<file path="src/rtl/cs_timing_pkg.sv">
package cs_timing_pkg;

  localparam int DLY_W = 4;

  typedef struct packed {
    logic [DLY_W-1:0] gap;
    logic [DLY_W-1:0] keep;
    logic [DLY_W-1:0] lag;
    logic [DLY_W-1:0] lead;
  } delays_t;

  // Field positions are fixed by the register word the sequencer writes.
  function automatic delays_t split_timing(input logic [31:0] word);
    delays_t d;
    d.lead = word[3:0];
    d.lag  = word[11:8];
    d.keep = word[19:16];
    d.gap  = word[27:24];
    return d;
  endfunction

endpackage

</file>
<file path="src/rtl/cstc_down_counter.sv">
module cstc_down_counter #(
  parameter int W = 4
) (
  input  logic         clk,
  input  logic         rst_n,
  input  logic         load,
  input  logic [W-1:0] load_val,
  output logic         zero_o
);

  logic [W-1:0] cnt;

  always_ff @(posedge clk or negedge rst_n) begin
    if (!rst_n) begin
      cnt <= '0;
    end else if (load) begin
      cnt <= load_val;
    end else if (cnt != '0) begin
      cnt <= cnt - 1'b1;
    end
  end

  assign zero_o = (cnt == '0);

  // an expired window stays expired until it is loaded again
  a_r7_zero_sticky: assert property (@(posedge clk) disable iff (!rst_n)
    zero_o && !load |=> zero_o);

endmodule

</file>
<file path="src/rtl/cstc_cs_decode.sv">
module cstc_cs_decode #(
  parameter int NUM_CS = 2,
  parameter int SEL_W  = 1
) (
  input  logic              en,
  input  logic [SEL_W-1:0]  sel,
  output logic [NUM_CS-1:0] cs_n
);

  for (genvar g = 0; g < NUM_CS; g++) begin : g_line
    assign cs_n[g] = ~(en && (sel == SEL_W'(g)));
  end

endmodule

</file>
<file path="src/rtl/cs_timing_ctrl.sv">
module cs_timing_ctrl
  import cs_timing_pkg::*;
#(
  parameter int NUM_CS = 2,
  localparam int SEL_W = (NUM_CS > 1) ? $clog2(NUM_CS) : 1
) (
  input  logic              clk,
  input  logic              rst_n,
  input  logic [31:0]       timing_cfg,
  input  logic [SEL_W-1:0]  cs_pick,
  input  logic              start_valid,
  output logic              start_ready,
  output logic              sclk_go,
  input  logic              xfer_end,
  output logic              data_hold,
  output logic [NUM_CS-1:0] cs_n
);

  localparam int GAP_W = DLY_W + 1;

  delays_t          dly;
  logic             accept, finish;
  logic             active_q;
  logic [SEL_W-1:0] sel_q;
  logic             lead_zero, lag_zero, keep_zero, gap_zero;
  logic [GAP_W-1:0] gap_total;
  logic             cs_en;
  logic             unused_cfg_bits;

  assign dly = split_timing(timing_cfg);
  assign unused_cfg_bits = ^{timing_cfg[31:28], timing_cfg[23:20],
                             timing_cfg[15:12], timing_cfg[7:4]};

  assign accept = start_valid && start_ready;
  assign finish = xfer_end && sclk_go;

  always_ff @(posedge clk or negedge rst_n) begin
    if (!rst_n) begin
      active_q <= 1'b0;
      sel_q    <= '0;
    end else if (accept) begin
      active_q <= 1'b1;
      sel_q    <= cs_pick;
    end else if (finish) begin
      active_q <= 1'b0;
    end
  end

  // Gap is measured from chip-select release, so it runs for lag + gap.
  assign gap_total = GAP_W'(dly.lag) + GAP_W'(dly.gap);

  cstc_down_counter #(.W(DLY_W)) u_lead (
    .clk(clk), .rst_n(rst_n), .load(accept), .load_val(dly.lead),
    .zero_o(lead_zero));

  cstc_down_counter #(.W(DLY_W)) u_lag (
    .clk(clk), .rst_n(rst_n), .load(finish), .load_val(dly.lag),
    .zero_o(lag_zero));

  cstc_down_counter #(.W(DLY_W)) u_keep (
    .clk(clk), .rst_n(rst_n), .load(finish), .load_val(dly.keep),
    .zero_o(keep_zero));

  cstc_down_counter #(.W(GAP_W)) u_gap (
    .clk(clk), .rst_n(rst_n), .load(finish), .load_val(gap_total),
    .zero_o(gap_zero));

  assign sclk_go     = active_q && lead_zero;
  assign cs_en       = active_q || !lag_zero;
  assign data_hold   = !keep_zero;
  assign start_ready = !active_q && lag_zero && keep_zero && gap_zero;

  cstc_cs_decode #(.NUM_CS(NUM_CS), .SEL_W(SEL_W)) u_dec (
    .en(cs_en), .sel(sel_q), .cs_n(cs_n));

  // never more than one line active
  a_r2_one_line: assert property (@(posedge clk) disable iff (!rst_n)
    $countones(~cs_n) <= 1);

  // clocking is only allowed under an active chip select
  a_r3_go_under_cs: assert property (@(posedge clk) disable iff (!rst_n)
    sclk_go |-> !(&cs_n));

  // closing the transfer stops clocking at once
  a_r4_go_drops: assert property (@(posedge clk) disable iff (!rst_n)
    sclk_go && xfer_end |=> !sclk_go);

  // the hold window never overlaps clocking
  a_r6_hold_no_go: assert property (@(posedge clk) disable iff (!rst_n)
    data_hold |-> !sclk_go);

  // ready only in a fully quiet state
  a_r7_ready_quiet: assert property (@(posedge clk) disable iff (!rst_n)
    start_ready |-> ((&cs_n) && !sclk_go && !data_hold));

  // a chip select can only fall after a taken start
  a_r8_fall_on_accept: assert property (@(posedge clk) disable iff (!rst_n)
    $fell(&cs_n) |-> $past(start_valid && start_ready));

  // the active line does not move during a transfer
  a_r10_line_kept: assert property (@(posedge clk) disable iff (!rst_n)
    !(&cs_n) && $past(!(&cs_n)) |-> $stable(cs_n));

endmodule

</file>
<file path="config.mk">
export PLATFORM = sky130hd
export DESIGN_NAME = cs_timing_ctrl
export DESIGN_NICKNAME = d
export VERILOG_FILES = /design/src/rtl/cs_timing_pkg.sv /design/src/rtl/cstc_down_counter.sv /design/src/rtl/cstc_cs_decode.sv /design/src/rtl/cs_timing_ctrl.sv
export SDC_FILE = /design/constraint.sdc
export NUM_CORES = 1
export LEC_CHECK = 0
export CAP_MARGIN = 15
export CORE_MARGIN = 2
export CORE_UTILIZATION = 65
export CTS_CLUSTER_DIAMETER = 120
export CTS_CLUSTER_SIZE = 30
export DETAILED_ROUTE_END_ITERATION = 7
export DONT_BUFFER_PORTS = 1
export HOLD_SLACK_MARGIN = 0.08
export PLACE_DENSITY_LB_ADDON = 0.05
export SLEW_MARGIN = 20
export SYNTH_ARGS = -nofsm -noshare
export SYNTH_HDL_FRONTEND = slang
export SYNTH_SLANG_ARGS = --single-unit
</file>
<file path="constraint.sdc">
create_clock -name clk -period 4.5 [get_ports clk]
set_input_delay 0.225 -clock clk [delete_from_list [all_inputs] [get_ports clk]]
set_output_delay 0.225 -clock clk [all_outputs]
set_load 0.1 [all_outputs]
</file>
### Yosys cells after proc, flatten, opt, wreduce, memory -nomap -nowiden

Index checks and enable logic that the tools add are counted.

* bits in registers: 19
* bits of input ports: 37

* add/subtract/negate cells: 5
* multiplexer cells: 10
* bitwise gates (word level): 3
* reductions and logical operators: 25

Operators by type and width (count)
* 2-to-1 mux 4 bit: 6
* logical NOT 4 bit: 3
* nonzero test 4 bit: 3
* subtractor 4 x 1 -> 4 bit (second input constant): 3
* 2-to-1 mux 5 bit: 2
* nonzero test 2 bit: 5
* logical AND 1 bit: 8
* adder 4 x 4 -> 5 bit: 1
* logical NOT 5 bit: 1
* nonzero test 5 bit: 1
* subtractor 5 x 1 -> 5 bit (second input constant): 1
* logical NOT 1 bit: 3
* inverter 1 bit: 3
* 2-to-1 mux 1 bit: 2
* logical OR 1 bit: 1

### Logic depth before layout (Yosys ltp)

Gate-level depths: netlist (run 1).

* word-level depth: 6
* depth in mapped cells: 6
* gate-level depth less buffers: 6

### Hierarchy

Synthesis (run 1) repeated with hierarchy kept, for this count alone.

* cells, all modules: 124
* area, all modules: 1243.7 um^2

By module, submodules not included
* cstc_down_counter (u_keep ...): times used 3, cells an instance 22, area an instance 234.0 um^2
* cstc_down_counter (u_gap): times used 1, cells an instance 27, area an instance 279.0 um^2
* cs_timing_ctrl: times used 1, cells an instance 29, area an instance 252.7 um^2
* cstc_cs_decode: times used 1, cells an instance 2, area an instance 10.0 um^2

### Worst setup path after synthesis (run 1)

No wires, ideal clock.

* path kind: register to output
* start: register u_lag.cnt[0]
* end: output port cs_n[1]
* arrival: 1.794 ns
* data required time: 4.275 ns
* path slack: 2.481 ns
* cell stages (with the launch flop): 5
* path through: dfrtp_1 -> inv_1 -> ha_1 -> nor4b_2 -> nand2b_1

* cells in the longest elaborated chain, start to end: 5

Ends and longest elaborated chain
* from (decl): line cstc_down_counter.sv:11 `logic [W-1:0] cnt;`
* from (signal assigned): line cstc_down_counter.sv:17 `cnt <= load_val;`
* from (signal assigned): line cstc_down_counter.sv:19 `cnt <= cnt - 1'b1;`
* logical NOT 4 bit: line cstc_down_counter.sv:23 `assign zero_o = (cnt == '0);`
* logical NOT 1 bit: line cs_timing_ctrl.sv:69 `assign cs_en = active_q || !lag_zero;`
* logical OR 1 bit: line cs_timing_ctrl.sv:69
* logical AND 1 bit: line cstc_cs_decode.sv:11 `assign cs_n[g] = ~(en && (sel == SEL_W'(g)));`
* inverter 1 bit: line cstc_cs_decode.sv:11
* to (decl): line cs_timing_ctrl.sv:16 `output logic [NUM_CS-1:0] cs_n`

Every way passes these cells.

### Worst setup path in the final report (run 1)

Ends and elaborated chain as after synthesis.

==> out/qor.yml, run 1 <==
worst_setup_path:
  arrival_ps: 2300
  end_kind: "primary output"
  worstSetupStartpointType: "flop"
  crit_type: "reg -> out"
  r2r-end: "u_keep.cnt[3]"
  rr_worst_depth: 5
  reg2reg_from: "u_lead.cnt[0]"
  rrSetupSlack_ps: 2430
  cp_max_fo: 4
  cp.required_ps: 4280
cells_and_area:
  layout.cells.most_common: "dfrtp_1"
  drive_above_1_share_pct: 22.6
  fillCellCount: 126
  regArea_sq_um: 475
  most-common-layout-cells: "19 x dfrtp_1, 17 x mux2_2, 14 x inv_1, 14 x dlygate4sd3_1, 11 x ha_1"
  final_nets: 183
  multiInputGateArea_sq_um: 777
  synthToLayoutAreaGrowth_pct: 15.0
  diodes: 0
  final_area_sq_mm: 0.00151
detailed_routing:
  routed_via_density: 5.59
  drt_first_pass_iters: 2
  num_vias: 894
  ant_nets: 0
  drc_errors: 0
  wire_per_inst_microns: 14.6
  wl_microns: 2340
  drt_iter0_markers: 10
placement:
  place_congestion: 0.797
  placed_area_sq_mm: 0.00134
  dp_hpwl_microns: 1760
  portBuffers: 0
synthesis:
  synth_area_sq_mm: 0.00131
  ys_ff_latch: 19
  synth_async_sr_flop_share_pct: 100
  synth_cells: 116
  syn_nets: 165
  yosysWarnings: 0
  avgSynthCellArea_sq_um: 11.3
  synth_edf_count: 0
  ys.flop_type: "dfrtp_1"
  synth_cell_types: 33
  seq_area_frac_synth_pct: 36.3
global_routing:
  grt_pass1_wl_microns: 4100
  grt_max_degree: 20
  track_usage_pct: 22.7
  gr-total-overflow: 0
  grt_pass1_vias: 936
  antenna_found_initial: 0
job:
  maxCapViolCount: 0
sta:
  period_needed_ps: 2520
  finClkSkew_ps: 8.84
  rsz0062_at_grt: "no"
  setup_viol: 0
  slew_viol_final: 0
  hold_viol: 0
  slew_headroom_pct: 32.8
  whs_ps: 120
  fin_setup_tns_ps: 0
  worst_pin_slew_ps: 1010
  finalCritPeriodShare_pct: 56.0
  max_clock_freq_mhz: 397
power_and_ir_drop:
  peakVddDrop_mv: 0.442
  seq_power_share_pct: 36.6
  sw_frac_of_total_pct: 40.4
  power_density_mw_per_mm2: 620
  clockPowerShare_pct: 9.4
  power_switching_mw: 0.377
  power.internal_mw: 0.557
  p_comb_share_pct: 53.9
  p_leak_nw: 0.671
worst_hold_path:
  min_path_cells: 2
  min_path_type: "in -> reg"
  min_delay_worst_endpoint: "active_q"
  hp-start: "start_valid"
floorplanning:
  dieArea_sq_mm: 0.00239
  die_h_microns: 48.9
  die_w_microns: 48.9
  io_pins: 42
  start_util_pct: 68.2
  core_area_sq_mm: 0.00192
  rows: 16
cts:
  clkTransAtPathRegs_ps: 110
  clockBufferDepth: 2
  post_cts_resized: 0
  root_buffer: "clkbuf_4"
  cts.sinks: 19
  cts_buffers: 3
  cts_max_level: 1
  cts_tree: "done"
  post_cts_buffers: 0
  clock_latency_ps: 310
run_status:
  outcome: "complete, no violations"
## cell families after synthesis
| group | Yosys count | synth area share, % |
|---|---|---|
| adder cells (fa/ha/maj) | 12 | 12.0 |
| flip-flops | 19 | 36.3 |
| AO/OA/AOI/OAI | 9 | 4.58 |
| buffers and inverters | 15 | 4.39 |
| AND/OR/NAND/NOR | 29 | 17.3 |
| XOR/XNOR | 9 | 6.02 |
| multiplexers | 23 | 19.4 |
## per-stage QoR
stage          setup slack (ps)  std cells  utilization (%)  power, mW
2_1_floorplan              2480        116                -      0.754
3_3_place_gp               2370        142             69.7      0.804
3_5_place_dp               2310        142             69.7      0.840
4_1_cts                    1960        160             78.4      0.942
5_1_grt                    1830        160             78.4       1.01
6_report                   1980        160             78.4      0.934
## power groups by stage
| stage | logic [mW] | registers [mW] | clock network, mW |
|---|---|---|---|
| final | 0.504 | 0.342 | 0.0881 |
| after global routing | 0.563 | 0.354 | 0.0974 |
| after CTS | 0.509 | 0.342 | 0.0908 |
| after detailed placement | 0.494 | 0.346 | 0 |
| after global placement | 0.465 | 0.340 | 0 |
| after floorplan | 0.427 | 0.327 | 0 |
## worst max-delay path by stage
stage | depth (start not counted) | slack [ps] | to | from
2_1_floorplan | 4 | 2480 | cs_n[1] | u_lag.cnt[0]
3_3_place_gp | 4 | 2370 | cs_n[1] | u_lag.cnt[0]
3_5_place_dp | 4 | 2310 | cs_n[1] | u_lag.cnt[0]
4_1_cts | 4 | 1960 | cs_n[1] | u_lag.cnt[0]
5_1_grt | 4 | 1830 | cs_n[1] | u_lag.cnt[0]
6_report | 4 | 1980 | cs_n[1] | u_lag.cnt[0]
## repair_timing
action | in CTS | in global routing
setup endpoints to repair | 0 | 0
hold endpoints to repair | 32 | 0
hold buffers | 14 | 0
## synth_stat cells (2+ instances only)
cell	instances	share of area [%]
xnor2_1	9	6.0
dfrtp_1	19	36
nor2_1	6	1.7
mux2_2	17	15
mux2i_1	4	3.1
inv_1	14	4.0
nand3_1	2	0.76
o21ai_0	3	1.1
nor3_1	4	1.5
mux2_1	2	1.7
nand2b_1	3	1.4
nor2b_1	2	0.95
ha_1	11	11
## critical path, cell delays in order (launching register included)
cell,delay (ps)
dfrtp_1,430
inv_1,90
ha_1,180
nor4b_2,450
nand2b_1,850
## layer usage
layer	share of wire, %	up-vias	global-route usage (%)
li1	-	437	-
met1	43	430	27.3
met2	51	22	39.3
met3	4.4	5	4.60
met4	2.0	0	10.0
met5	0	-	0
## flip-flops by register name, summed over array words and instances (netlist names)
| register | cells |
|---|---|
| active_q | 1 |
| sel_q | 1 |
| u_gap.cnt | 5 |
| u_keep.cnt | 4 |
| u_lag.cnt | 4 |
| u_lead.cnt | 4 |
## final cells by class
type	instances	area share [%]
inverter	14	3.49
sequential	19	31.6
clock buffer	3	1.50
timing repair buffer	14	9.30
tap	27	2.24
multi-input combinational	82	51.6
clock inverter	1	0.332
Power figures use the tool's default switching activity.
==> inputs of run 2 (changes only) <==
--- a/config.mk
+++ b/config.mk
@@ -7,7 +7,7 @@
 export LEC_CHECK = 0
 export CAP_MARGIN = 15
 export CORE_MARGIN = 2
-export CORE_UTILIZATION = 65
+export CORE_UTILIZATION = 56
 export CTS_CLUSTER_DIAMETER = 120
 export CTS_CLUSTER_SIZE = 30
 export DETAILED_ROUTE_END_ITERATION = 7
==> constraint.sdc (replaced) <==
create_clock -name clk -period 2.08 [get_ports clk]
set_input_delay 0.104 -clock clk [delete_from_list [all_inputs] [get_ports clk]]
set_output_delay 0.104 -clock clk [all_outputs]
set_load 0.1 [all_outputs]
==> run 2 against run 1 <==
- die area is 15% higher
- sequential power is 120% higher
- clock skew is 3.7 ps lower
- sequential share of layout area is 2.5 points lower
- combinational power is 130% higher
- routed wire length is 4.3% higher
- cell count is 8.8% higher
- core utilization is 4.5 points lower
- clock power is 120% higher
- hold slack worse by 19 ps
- critical endpoint is now start_ready
==> out/qor.yml, run 2 (synthesis gave the netlist of run 1 again) <==
sta:
  setup_viol: 0  # unchanged
  max_clock_freq_mhz: 516
  fin_setup_tns_ps: 0  # unchanged
  finClkSkew_ps: 5.19  # -3.65 ps
  rsz0062_at_grt: "no"
  whs_ps: 101  # -18.8 ps
  period_needed_ps: 1940
  hold_viol: 0  # unchanged
  finalCritPeriodShare_pct: 93.1
  worst_pin_slew_ps: 876  # -136 ps
  slew_headroom_pct: 41.4  # +8.6 points
  slew_viol_final: 0  # unchanged
cells_and_area:
  largest_register: "u_gap.cnt"
  most-common-layout-cells: "19 x dfrtp_1, 17 x mux2_2, 17 x dlygate4sd3_1"
  final_area_sq_mm: 0.00163  # +8.5%
  synthToLayoutAreaGrowth_pct: 24.7
  diodes: 0  # unchanged
  fillCellCount: 149  # +18%
  drive_above_1_share_pct: 27.4  # +4.8 points
  layout.cells.most_common: "dfrtp_1"
  final_nets: 196  # +7.1%
  largest_reg_flops: 5  # unchanged
global_routing:
  grt_pass1_vias: 951  # +1.6%
  grt_pass1_wl_microns: 3890  # -5.1%
  antenna_found_initial: 0  # unchanged
  track_usage_pct: 20.1  # -2.6 points
  gr-total-overflow: 0  # unchanged
  grt_max_degree: 20  # unchanged
worst_setup_path:
  worstSetupStartpointType: "flop"
  path_depth: 6  # +2
  cp.required_ps: 1980  # -2300 ps
  cpPeakStageDelay_ps: 420  # -430 ps
  crit_buf_inv: 3  # +2
  crit_family: "buffers and inverters"
  end_kind: "primary output"
  crit_type: "reg -> out"
  arrival_ps: 1830  # -470 ps
  crit_slowest_cell: "dfrtp_1"
  rr_worst_depth: 5  # unchanged
  crit_chain: "inv_1 -> ha_1 -> nor3b_2 -> buf_4 -> and3_2 -> buf_12"
  cp_max_fo: 5  # +1
detailed_routing:
  routed_via_density: 5.25  # -6.0%
  num_vias: 914  # +2.2%
  ant_nets: 0  # unchanged
  wl_microns: 2440  # +4.3%
  drt_first_pass_iters: 4  # +2
  wire_per_inst_microns: 14.0  # -4.1%
  drc_errors: 0  # unchanged
  drt_iter0_markers: 2  # -8
power_and_ir_drop:
  power_density_mw_per_mm2: 1280  # +110%
  p_comb_share_pct: 55.2  # +1.3 points
  clockPowerShare_pct: 9.1  # -0.3 points
  power.internal_mw: 1.26  # +130%
  power_switching_mw: 0.823  # +120%
  peakVddDrop_mv: 0.762  # +72%
  p_leak_nw: 0.739  # +10%
  sw_frac_of_total_pct: 39.5  # -0.91 points
  seq_power_share_pct: 35.7  # -0.9 points
worst_hold_path:
  min_path_cells: 2  # unchanged
  min_path_type: "in -> reg"
floorplanning:
  rows: 17  # +1
  dieArea_sq_mm: 0.00274  # +15%
  die_w_microns: 52.4  # +7.1%
  io_pins: 42  # unchanged
  die_h_microns: 52.4  # +7.1%
  start_util_pct: 59.2  # -8.9 points
  core_area_sq_mm: 0.00221  # +15%
cts:
  root_buffer: "clkbuf_4"
  cts.sinks: 19  # unchanged
  cts_tree: "done"
  clock_latency_ps: 300  # about the same
  clockBufferDepth: 2  # unchanged
  clkTransAtPathRegs_ps: 110  # about the same
  cts_buffers: 3  # unchanged
  cts_max_level: 1  # unchanged
placement:
  dp_hpwl_microns: 1860  # +5.5%
  portBuffers: 0  # unchanged
  placed_area_sq_mm: 0.00141  # +5.0%
  place_congestion: 0.758  # -4.9%
run_status:
  outcome: "complete, no violations"
job:
  maxCapViolCount: 0  # unchanged
[run 2: cell types whose count changed in the layout (fill, tap and decap cells not counted)]
| cell | delta |
|---|---|
| buf_12 | +1 |
| nor4b_2 | -1 |
| nor4b_4 | +1 |
| buf_4 | +9 |
| dlygate4sd3_1 | +3 |
[run 2: power by group through the flow]
| stage | Combinational (mW) | Sequential (mW) | Clock (mW) |
|---|---|---|---|
| finish | 1.15 | 0.743 | 0.190 |
| global route | 1.29 | 0.766 | 0.216 |
| CTS | 1.14 | 0.734 | 0.201 |
| detailed placement | 1.10 | 0.741 | 0 |
| global placement | 1.03 | 0.738 | 0 |
| floorplan | 0.923 | 0.708 | 0 |
[run 2: final timing paths]
path                          startpoint             to  slack (ps)
max                        u_keep.cnt[0]    start_ready         140
min                        timing_cfg[8]   u_gap.cnt[0]         100
max reg2reg                u_lead.cnt[0]   u_gap.cnt[2]         320
min reg2reg                        sel_q          sel_q         540
max in group asynchronous          rst_n   u_gap.cnt[0]        1190
min in group asynchronous          rst_n  u_keep.cnt[2]         360
[run 2: repair_timing]
action	4_1_cts	5_1_grt
setup endpoints to repair	0	3
hold buffers	17	0
gates resized for setup	0	1
buffers inserted	0	3
endpoints found under the hold margin	36	0
[run 2: cell type report]
class	instances	area, sq um	area share (%)
Clock buffer	3	22.5	1.38
Sequential cell	19	475	29.1
Inverter	14	52.6	3.22
Timing Repair Buffer	27	258	15.8
Clock inverter	1	5.00	0.306
Tap cell	28	35.0	2.14
Multi-Input combinational cell	82	786	48.1
[run 2: metrics by stage]
| step | setup slack, ps | util (%) | instances | total power [mW] |
|---|---|---|---|---|
| floorplan | 182 | - | 116 | 1.63 |
| global placement | 284 | 63.5 | 150 | 1.77 |
| detailed placement | 243 | 63.5 | 150 | 1.84 |
| CTS | 18.3 | 72.5 | 171 | 2.07 |
| global route | 40.4 | 73.9 | 174 | 2.27 |
| finish | 144 | 73.9 | 174 | 2.08 |
[run 2: metal layers]
layer / GRT usage (%) / part of all wire (%) / wire, microns
met1: 21.0 / 41 / 1000
met3: 6.00 / 4.7 / 115
met5: 0 / 0 / 0
met2: 38.3 / 54 / 1310
met4: 5.13 / 0.49 / 12
==> inputs of run 3 (changes only) <==
--- a/config.mk
+++ b/config.mk
@@ -13,7 +13,7 @@
 export DETAILED_ROUTE_END_ITERATION = 7
 export DONT_BUFFER_PORTS = 1
 export HOLD_SLACK_MARGIN = 0.08
-export PLACE_DENSITY_LB_ADDON = 0.05
+export PLACE_DENSITY = 0.74
 export SLEW_MARGIN = 20
 export SYNTH_ARGS = -nofsm -noshare
 export SYNTH_HDL_FRONTEND = slang
==> run 3 against run 2 <==
- critical endpoint is now sclk_go
- clock-buffer cell count is the same
- first-iteration DRC count grew to 4.0 times the previous value
- largest cell class unchanged
- sequential power shrank 0.9%
- total power shrank 0.45%
- non-clock buffer count is the same
==> out/qor.yml, run 3 (synthesis gave the netlist of run 1 again) <==
cts:
  cts_buffers: 3  # unchanged
  clock_latency_ps: 300  # about the same
  root_buffer: "clkbuf_4"
  cts.sinks: 19  # unchanged
  cts_tree: "done"
  clkTransAtPathRegs_ps: 110  # about the same
  clockBufferDepth: 2  # unchanged
  cts_max_level: 1  # unchanged
detailed_routing:
  ant_nets: 0  # unchanged
  drc_errors: 0  # unchanged
  routed_via_density: 5.22  # -0.66%
  drt_first_pass_iters: 4  # unchanged
  drt_iter0_markers: 8  # +6
  wl_microns: 2480  # +1.5%
  wire_per_inst_microns: 14.2  # +1.5%
  num_vias: 908  # -0.66%
sta:
  hold_viol: 0  # unchanged
  slew_viol_final: 0  # unchanged
  rsz0062_at_grt: "no"
  worst_pin_slew_ps: 873  # -3.47 ps
  setup_slack_ps: 124  # -20.0 ps
  max_clock_freq_mhz: 511  # -1.0%
  finClkSkew_ps: 5.06  # -0.127 ps
  finalCritPeriodShare_pct: 94.1  # +0.96 points
  period_needed_ps: 1960  # +20.0 ps
  fin_setup_tns_ps: 0  # unchanged
  slew_headroom_pct: 41.6  # +0.23 points
  setup_viol: 0  # unchanged
cells_and_area:
  most-common-layout-cells: "19 x dfrtp_1, 17 x mux2_2, 17 x dlygate4sd3_1"
  fin_util_pct: 74.0  # +0.17 points
  fillCellCount: 178  # +19%
  drive_above_1_share_pct: 27.4  # unchanged
  synthToLayoutAreaGrowth_pct: 25.0
  diodes: 0  # unchanged
  final_nets: 196  # unchanged
  largest_reg_flops: 5  # unchanged
  largest_register: "u_gap.cnt"
  layout.cells.most_common: "dfrtp_1"
  final_area_sq_mm: 0.00164  # +0.23%
power_and_ir_drop:
  power_density_mw_per_mm2: 1270  # -0.68%
  peakVddDrop_mv: 0.913  # +20%
  p_leak_nw: 0.740  # about the same
  total_power_mw: 2.07  # -0.45%
worst_setup_path:
  r2r-end: "u_gap.cnt[2]"
  rrSetupSlack_ps: 260  # -60 ps
  arrival_ps: 1850  # +20 ps
  reg2reg_from: "u_lead.cnt[0]"
  cp.required_ps: 1980  # about the same
  cp_max_fo: 7  # +2
  crit_type: "reg -> out"
  rr_worst_depth: 5  # unchanged
  end_kind: "primary output"
  worstSetupStartpointType: "flop"
worst_hold_path:
  min_delay_worst_endpoint: "u_gap.cnt[4]"
  min_path_type: "in -> reg"
  hp-start: "timing_cfg[27]"
  min_path_cells: 3  # +1
floorplanning:
  core_area_sq_mm: 0.00221  # unchanged
  io_pins: 42  # unchanged
  start_util_pct: 59.2  # unchanged
  rows: 17  # unchanged
  dieArea_sq_mm: 0.00274  # unchanged
  die_h_microns: 52.4  # unchanged
  die_w_microns: 52.4  # unchanged
run_status:
  outcome: "complete, no violations"
placement:
  portBuffers: 0  # unchanged
  place_congestion: 0.779  # +2.7%
  pre_cts_slack_ps: 258  # +14.9 ps
  dp_hpwl_microns: 1860  # about the same
  placed_area_sq_mm: 0.00143  # +1.4%
global_routing:
  grt_pass1_wl_microns: 4200  # +8.0%
  track_usage_pct: 21.3  # +1.2 points
  grt_max_degree: 20  # unchanged
  antenna_found_initial: 0  # unchanged
  grt_pass1_vias: 981  # +3.2%
  gr-total-overflow: 0  # unchanged
job:
  maxCapViolCount: 0  # unchanged
==> run 3: changes by cell type in the layout (fill, tap and decap cells not counted) <==
cell / delta
buf_12: +1
buf_4: -1
nor4b_4: -1
nor4b_2: +1
==> run 3: routing by layer <==
layer	up-vias	routed length [microns]	track usage, %	part of all wire [%]
li1	465	-	-	-
met1	421	1070	23.8	43
met2	18	1290	39.2	52
met3	4	79	3.14	3.2
met4	0	29	9.40	1.2
met5	-	0	0	0
==> run 3: report_power, final <==
group,switching [mW],total (mW),internal (mW)
clock,0.119,0.190,0.0716
combinational,0.508,1.15,0.640
sequential,0.182,0.736,0.554
total,0.809,2.07,1.27
==> run 3: worst max path at each step <==
stage | endpoint | depth (start not counted) | from | slack, ps
after CTS | start_ready | 5 | u_gap.cnt[0] | 2
after global placement | sel_q | 5 | u_gap.cnt[0] | 300
final | sclk_go | 5 | u_lead.cnt[0] | 120
after global routing | sclk_go | 5 | u_lead.cnt[0] | 10
after floorplan | cs_n[1] | 4 | u_lag.cnt[0] | 180
after detailed placement | sel_q | 5 | u_gap.cnt[0] | 260
==> run 3: metrics by stage <==
stage,std cells,hold WS [ps]
final,174,98.3
after global routing,174,85.2
after CTS,172,82.1
after detailed placement,151,-191
after global placement,151,-191
after floorplan,116,-192
==> run 3: timing repair <==
item / in CTS / in global routing
hold endpoints to repair: 36 / 0
hold buffers: 17 / 0
setup endpoints to repair: 0 / 1
resized for setup: 0 / 0
buffers inserted: 0 / 2
==> run 3: final cells by class <==
type | count | area, sq um | share of cell area [%]
clock inverters | 1 | 5.00 | 0.306
repair buffers | 27 | 270 | 16.5
clock buffers | 3 | 22.5 | 1.38
inverters | 14 | 52.6 | 3.21
well taps | 28 | 35.0 | 2.14
multi-input cells | 82 | 777 | 47.4
flip-flops and latches | 19 | 475 | 29.0
==> run 3: critical path, cell delays in order (launching register included) <==
cell	delay, ps
dfrtp_1	430
inv_1	90
ha_1	180
nor3b_4	370
and2_1	190
buf_4	290
